--- src/rtl/conv_sync_pkg.sv ---
package conv_sync_pkg;

    typedef enum logic [2:0] {
        ST_IDLE     = 3'd0,
        ST_PIN_HOLD = 3'd1,
        ST_CMD_FRST = 3'd2,
        ST_CMD_WAIT = 3'd3,
        ST_FIRE     = 3'd4
    } sync_state_e;

    typedef struct packed {
        logic filt_rst;
        logic mod_hold;
        logic sif_off;
        logic pulse;
    } sync_ctl_t;

    localparam sync_ctl_t CTL_NONE = '{filt_rst: 1'b0, mod_hold: 1'b0, sif_off: 1'b0, pulse: 1'b0};

endpackage

--- src/rtl/sync_pin_stage.sv ---
module sync_pin_stage #(
    parameter int SYNC_STAGES = 2
) (
    input  logic clk,
    input  logic rst_n,
    input  logic pin_n,
    output logic pin_lvl,
    output logic pin_fall
);
    localparam int LAST = SYNC_STAGES - 1;

    logic [LAST:0] chain_q;
    logic          lvl_d1_q;

    genvar g;
    generate
        for (g = 0; g <= LAST; g++) begin : g_stage
            if (g == 0) begin : g_first
                always_ff @(posedge clk or negedge rst_n) begin
                    if (!rst_n) chain_q[g] <= 1'b1;
                    else        chain_q[g] <= pin_n;
                end
            end else begin : g_next
                always_ff @(posedge clk or negedge rst_n) begin
                    if (!rst_n) chain_q[g] <= 1'b1;
                    else        chain_q[g] <= chain_q[g-1];
                end
            end
        end
    endgenerate

    always_ff @(posedge clk or negedge rst_n) begin
        if (!rst_n) lvl_d1_q <= 1'b1;
        else        lvl_d1_q <= chain_q[LAST];
    end

    assign pin_lvl  = chain_q[LAST];
    assign pin_fall = lvl_d1_q & ~chain_q[LAST];


    fall_is_low_chk: assert property (@(posedge clk) disable iff (!rst_n)
        pin_fall |=> !lvl_d1_q);

endmodule

--- src/rtl/sync_fsm.sv ---
module sync_fsm
    import conv_sync_pkg::*;
(
    input  logic      clk,
    input  logic      rst_n,
    input  logic      pin_lvl,
    input  logic      pin_fall,
    input  logic      cmd_sync,
    input  logic      sclk_edge,
    output sync_ctl_t ctl
);
    sync_state_e cur_q, nxt;

    always_ff @(posedge clk or negedge rst_n) begin
        if (!rst_n) cur_q <= ST_IDLE;
        else        cur_q <= nxt;
    end

    always_comb begin
        nxt = cur_q;
        unique case (cur_q)
            ST_IDLE: begin
                if (pin_fall)      nxt = ST_PIN_HOLD;
                else if (cmd_sync) nxt = ST_CMD_FRST;
            end
            ST_PIN_HOLD: begin
                if (pin_lvl)       nxt = ST_FIRE;
            end
            ST_CMD_FRST: begin
                if (pin_fall)       nxt = ST_PIN_HOLD;
                else if (cmd_sync)  nxt = ST_CMD_FRST;
                else if (sclk_edge) nxt = ST_FIRE;
                else                nxt = ST_CMD_WAIT;
            end
            ST_CMD_WAIT: begin
                if (pin_fall)       nxt = ST_PIN_HOLD;
                else if (cmd_sync)  nxt = ST_CMD_FRST;
                else if (sclk_edge) nxt = ST_FIRE;
            end
            ST_FIRE: begin
                if (pin_fall)      nxt = ST_PIN_HOLD;
                else if (cmd_sync) nxt = ST_CMD_FRST;
                else               nxt = ST_IDLE;
            end
            default: nxt = ST_IDLE;
        endcase
    end

    always_comb begin
        ctl = CTL_NONE;
        unique case (cur_q)
            ST_IDLE:     ctl = CTL_NONE;
            ST_PIN_HOLD: begin
                ctl.filt_rst = 1'b1;
                ctl.mod_hold = 1'b1;
                ctl.sif_off  = 1'b1;
            end
            ST_CMD_FRST: begin
                ctl.filt_rst = 1'b1;
                ctl.mod_hold = 1'b1;
            end
            ST_CMD_WAIT: ctl.mod_hold = 1'b1;
            ST_FIRE:     ctl.pulse    = 1'b1;
            default:     ctl = CTL_NONE;
        endcase
    end


    cmd_accept_chk: assert property (@(posedge clk) disable iff (!rst_n)
        (cmd_sync && !pin_fall && cur_q != ST_PIN_HOLD) |=> (ctl.filt_rst && ctl.mod_hold && !ctl.sif_off));


    hold_until_edge_chk: assert property (@(posedge clk) disable iff (!rst_n)
        (cur_q == ST_CMD_WAIT && !sclk_edge && !pin_fall && !cmd_sync) |=> (ctl.mod_hold && !ctl.pulse));


    one_cycle_pulse_chk: assert property (@(posedge clk) disable iff (!rst_n)
        ctl.pulse |=> !ctl.pulse);


    pin_override_chk: assert property (@(posedge clk) disable iff (!rst_n)
        pin_fall |=> ctl.sif_off);


    hold_while_low_chk: assert property (@(posedge clk) disable iff (!rst_n)
        (ctl.sif_off && !pin_lvl) |=> (ctl.sif_off && ctl.filt_rst && ctl.mod_hold));


    hold_before_pulse_chk: assert property (@(posedge clk) disable iff (!rst_n)
        ctl.pulse |-> $past(ctl.mod_hold));

endmodule

--- src/rtl/conv_sync_ctrl.sv ---
module conv_sync_ctrl
    import conv_sync_pkg::*;
#(
    parameter int SYNC_STAGES = 2
) (
    input  logic clk,
    input  logic rst_n,
    input  logic sync_pin_n,
    input  logic cmd_sync,
    input  logic sclk_edge,
    output logic filt_rst,
    output logic mod_hold,
    output logic sif_disable,
    output logic sync_pulse
);
    logic      pin_lvl;
    logic      pin_fall;
    sync_ctl_t ctl;

    sync_pin_stage #(.SYNC_STAGES(SYNC_STAGES)) u_pin (
        .clk      (clk),
        .rst_n    (rst_n),
        .pin_n    (sync_pin_n),
        .pin_lvl  (pin_lvl),
        .pin_fall (pin_fall)
    );

    sync_fsm u_fsm (
        .clk       (clk),
        .rst_n     (rst_n),
        .pin_lvl   (pin_lvl),
        .pin_fall  (pin_fall),
        .cmd_sync  (cmd_sync),
        .sclk_edge (sclk_edge),
        .ctl       (ctl)
    );

    assign filt_rst    = ctl.filt_rst;
    assign mod_hold    = ctl.mod_hold;
    assign sif_disable = ctl.sif_off;
    assign sync_pulse  = ctl.pulse;

endmodule

--- config.mk ---
export PLATFORM = sky130hd
export DESIGN_NAME = conv_sync_ctrl
export DESIGN_NICKNAME = d
export VERILOG_FILES = /design/src/rtl/conv_sync_pkg.sv /design/src/rtl/sync_pin_stage.sv /design/src/rtl/sync_fsm.sv /design/src/rtl/conv_sync_ctrl.sv
export SDC_FILE = /design/constraint.sdc
export NUM_CORES = 1
export LEC_CHECK = 0
export ABC_AREA = 0
export ABC_CLOCK_PERIOD_IN_PS = 1700
export BUFFER_PORTS_ARGS = -buffer_cell sky130_fd_sc_hd__buf_2
export CAP_MARGIN = 0
export CELL_PAD_IN_SITES_DETAIL_PLACEMENT = 0
export CELL_PAD_IN_SITES_GLOBAL_PLACEMENT = 1
export CORE_AREA = 2 2 39 41
export DETAILED_ROUTE_END_ITERATION = 8
export DIE_AREA = 0 0 41 43
export GPL_ROUTABILITY_DRIVEN = 1
export PLACE_DENSITY = 0.51
export SYNTH_ARGS = -nofsm -noshare
export SYNTH_HDL_FRONTEND = slang
export SYNTH_SLANG_ARGS = --single-unit
--- constraint.sdc ---
create_clock -name clk -period 1.7 [get_ports clk]
set_clock_uncertainty 0.05 [all_clocks]
set_input_delay 0.34 -clock clk [delete_from_list [all_inputs] [get_ports clk]]
set_output_delay 0.34 -clock clk [all_outputs]
set_load 0.05 [all_outputs]
# ---- Word level (Yosys, flattened, before mapping)
# Index checks and enable logic that the tools add are counted.
dict set report word_totals {
  ff_bits 6
  inputBits 5
  elab_cells 33
}
dict set report op_classes {
  n_eq_ne 7
  mux 16
  n_bitwise 2
  n_reduce_logical 4
}
# op count
set op_table {}
lappend op_table {{2-to-1 mux 3 bit} 10}
lappend op_table {{case mux 3 bit (5 select lines)} 1}
lappend op_table {{equality test 3 x 2 -> 1 bit, second input constant} 2}
lappend op_table {{2-to-1 mux 1 bit} 4}
lappend op_table {{inequality test 4 bit, second input constant} 1}
lappend op_table {{equality test 3 x 1 -> 1 bit, second input constant} 1}
lappend op_table {{equality test 3 bit, second input constant} 1}
lappend op_table {{logical NOT 3 bit} 1}
lappend op_table {{inequality test 3 bit, second input constant} 1}
lappend op_table {{AND reduction 3 bit} 1}
lappend op_table {{OR reduction 3 bit} 1}
lappend op_table {{2-to-1 mux 2 bit} 1}
lappend op_table {{inequality test 2 bit, second input constant} 1}
lappend op_table {{OR reduction 2 bit} 1}
lappend op_table {{bitwise AND 1 bit} 1}
lappend op_table {{inverter 1 bit} 1}

# ---- Logic depth before layout (Yosys ltp)
dict set report depth {
  word_depth 4
  ltp_mapped 5
  ltp_nobuf 4
}

# ---- Hierarchy
# Synthesis repeated with hierarchy kept, for this count alone.
dict set report unflattened {
  cells_unflattened 26
  hier_area_um2 287.8
}
# mod instances cells_per_inst area_each_um2 seq_area_each_um2
set by_module_without_submodules {}
lappend by_module_without_submodules {sync_fsm 1 22 195.2 75.1}
lappend by_module_without_submodules {sync_pin_stage 1 4 92.6 78.8}

# ---- Worst setup path before layout
# Ideal clock, no wire load.
dict set report synth_path {
  kind {reg2out}
  from {register u_fsm.cur_q[0]}
  to {output filt_rst}
  arrival_ns 1.474
  t_required_ns 1.310
  path_slack_ns -0.164
  stages_incl_launch_ff 3
  n_path_buf 0
  path_cell_list {dfrtp_1 > or2b_1 > a21oi_1}
}
dict set report synth_between {
  elab_chain_cells 3
  elab_cells_between_ends 4
  cone_classes {eq/ne: 2; mux: 1; reduce/logical: 1}
}
# element line
set synth_rtl {}
lappend synth_rtl {{from (decl)} sync_fsm.sv:12} ;# sync_state_e cur_q, nxt;
lappend synth_rtl {{from (signal assigned)} sync_fsm.sv:16} ;# else cur_q <= nxt;
lappend synth_rtl {{equality test 3 x 1 -> 1 bit or equality test 3 x 2 -> 1 bit (tied branches)} sync_fsm.sv:51} ;# unique case (cur_q)
lappend synth_rtl {{OR reduction 2 bit (no source line) (*)} -}
lappend synth_rtl {{2-to-1 mux 1 bit (*)} sync_fsm.sv:51}
lappend synth_rtl {{to (decl)} conv_sync_ctrl.sv:11} ;# output logic filt_rst,
# Every way passes the cells marked *; elsewhere a longest branch is shown, timed or not.

# ---- Final worst setup path
dict set report layout_path {
  from {register u_fsm.cur_q[0]}
  to {output sif_disable}
}
dict set report layout_between {
  elab_chain_cells 2
}
# element line
set layout_rtl {}
lappend layout_rtl {{equality test 3 x 1 -> 1 bit} sync_fsm.sv:51}
lappend layout_rtl {{2-to-1 mux 1 bit} sync_fsm.sv:51}
lappend layout_rtl {{to (decl)} conv_sync_ctrl.sv:13} ;# output logic sif_disable,
# No other way between the ends.

==> metrics.txt <==
total number of vias=299; placed cells=56; global-route wire length before repair=952 microns; vias in the first global route=232; Final Hold Viols=0; core area=1384 sq um; Fmax=0.6175 GHz; Synth Flop Type=dfstp_2; P&R area growth vs syn=37.36%; # nets final=55; min cycle time layout=1619 ps; CP Launch Type=register; Post-synth EDFFs=0; Commonest cells post-synth=nor2_1 (6), a21oi_1 (4), dfrtp_1 (3), dfstp_2 (3), o21ai_0 (2); All-Layer GR Usage=0.08409; clock latency at the later pin of the worst-skew pair=250 ps; DRT Pass-1 Iters=3; Critical Path Start=u_fsm.cur_q[0]; post-synthesis mux area share=0.03019; fin cells=65; post-synthesis register bit count=6; ys async rst share=1.000; CP endpoint=sif_disable; Die Y=43 microns; CTS Root Cell=clkbuf_4; Compound-Gate Fraction of Synth Area=0.2151; WHS Path Cells=1; Sink Count=6; Post-Synth Adder-Cell Area=0; Worst Setup End Kind=primary output; Synth top area share=0.2377; Synthesized Nets=39; VDD IR-drop max=0.4604 mV; worst-path fanout max=7; final setup TNS=0 ps; Hold Crit Class=input pin to register; RD Place Congestion=0.7391; CP max stage delay=410 ps; post-route ant nets=0; Die W=41 microns; Final Max Slew Viols=0; Reg2Reg Depth=5; most numerous cell in the Yosys netlist=nor2_1; Syn Area/Cell=9.752 sq um; CTS buffer count=3; MaxCap Viol Count=0; crit path kind=register to primary output; initial core utilization=0.2396; mapped cell area=331.6 sq um; vias per std cell=4.600; Lkg Pwr=0.2021 nW; cell row count=14; port bufs=8; register area share after synthesis=0.4642; initial antenna violation count=0; Rel. slew slack=0.7896; Ports=9; Area contributors post-synth=dfstp_2 (24%), dfrtp_1 (23%), nor2_1 (6.8%); final WL=619 microns; synth warn=0; CP required=1310 ps; die area=1763 sq um; WP data arrival=1230 ps; synth unique cells=21; Gate Count Post-Synth=34; Final Cycle Share=0.9526; worst-margin pin slew=314.8 ps; post-DP HPWL=469 microns; DRT iter0 DRCs=3; crit path max-delay cell type=dfrtp_2; Power, Total=808.2 uW; status=finished, final reports clean; pin count of the biggest net entering global routing=13; Power Dens Cells=1775 nW/um^2; drc violations=0; clock buffer depth=2; Post-Synth XOR/XNOR Area=0; worst r2r dst=u_fsm.cur_q[1]; Reg2Reg Launch Point=u_fsm.cur_q[0]; RSZ-0062 raised after global routing=false; ant diodes=0; layout cell share with drive strength beyond 1=0.5102; Synth area leader=dfstp_2; simple-gate share of the synthesized area=0.2302; reg-to-reg slack, setup=260 ps; H-tree Lvls=1; Worst-path clk slew=50 ps; cells along the critical path=buf_4, nand2b_4, nor2_2, buf_2; largest family of logic cells by synthesized area=simple AND/OR/NAND/NOR gates; CTS tree=built; drt wl/cell=9.523 microns; GRT overflow=0; Final setup viols=0
state kept, by name, indices dropped and copies added, names as in the netlist:
name and count:
u_pin.lvl_d1_q 1, u_fsm.cur_q 3, u_pin.chain_q 1, u_pin.pin_lvl 1
power breakdown:
part	internal, mW	total, mW	leakage, nW	switching, mW
Sequential	0.179	0.235	0.0659	0.0558
Combinational	0.176	0.434	0.121	0.258
Clock	0.0888	0.140	0.0150	0.0507
routing by layer:
metal  global-route usage  share of wire
met1               0.1126           0.43
met2              0.09688           0.46
met3              0.01571          0.074
met4               0.1000          0.024
met5                    0              0
worst max-delay path: cells and delay by family, from the launching register on:
kind	cells	cell delay, ps
flip-flops	1	410
buffers and inverters	2	410
AND/OR/NAND/NOR	2	170
placed cells by master, fill, tap and decap left out:
cell           synthesis  routed
a21oi_1                4       3
a211oi_1               1       1
nor4_1                 1       1
a2111oi_1              1       1
nand3b_1               1       1
a2bb2oi_1              1       1
dlygate4sd3_1          0       1
dfrtp_2                0       3
nand2_1                1       1
clkbuf_4               0       3
buf_6                  1       1
buf_4                  0       3
mux2i_1                1       1
dfstp_2                3       3
or3b_1                 1       1
clkbuf_1               0       1
nor2_1                 6       5
a21oi_2                1       2
buf_2                  1       7
or2b_1                 1       1
clkbuf_2               0       1
o21ai_0                2       2
o22ai_1                1       1
nor2_2                 0       1
inv_1                  1       1
and2_1                 1       1
nand2b_4               1       1
per-stage QoR:
| step | hold slack, ps | utilization | cell area [sq um] | worst slack, ps |
|---|---|---|---|---|
| floorplan | -5.591 | - | 337.8 | 106.8 |
| global placement | 114.7 | 0.2758 | 381.6 | 179.9 |
| detailed placement | 117.7 | 0.2758 | 381.6 | 163.8 |
| CTS | 136.9 | 0.3056 | 422.9 | 5.624 |
| global route | 132.4 | 0.3291 | 455.4 | 1.757 |
| finish | 149.1 | 0.3291 | 455.4 | 80.54 |
what timing repair did:
action / CTS / global route
buffers inserted: 0 / 4
gates resized for setup: 3 / 2
hold buffers: 1 / 0
endpoints found under the hold margin: 3 / 0
pin swaps: 0 / 1
setup endpoints to repair: 2 / 3
area by class of cell:
class / count / area, sq um
multi-input combinational: 25 / 163.9
clock buffer: 4 / 26.28
inverter: 1 / 3.754
tap: 16 / 20.02
sequential: 6 / 157.7
timing repair buffer: 13 / 83.83
fill: 142 / 928.4
worst min-delay path by stage:
stage	startpoint	slack (ps)	end
after floorplan	rst_n	-6	u_fsm.cur_q[0]
after global routing	sync_pin_n	130	u_pin.chain_q[0]
after global placement	rst_n	110	u_fsm.cur_q[2]
final	sync_pin_n	150	u_pin.chain_q[0]
after detailed placement	rst_n	120	u_fsm.cur_q[0]
after CTS	sync_pin_n	140	u_pin.chain_q[0]
cell families after synthesis:
family / Yosys count
AO/OA/AOI/OAI: 11
buffers and inverters: 3
flip-flops: 6
multiplexers: 1
AND/OR/NAND/NOR: 13
Power figures use the tool's default switching activity.
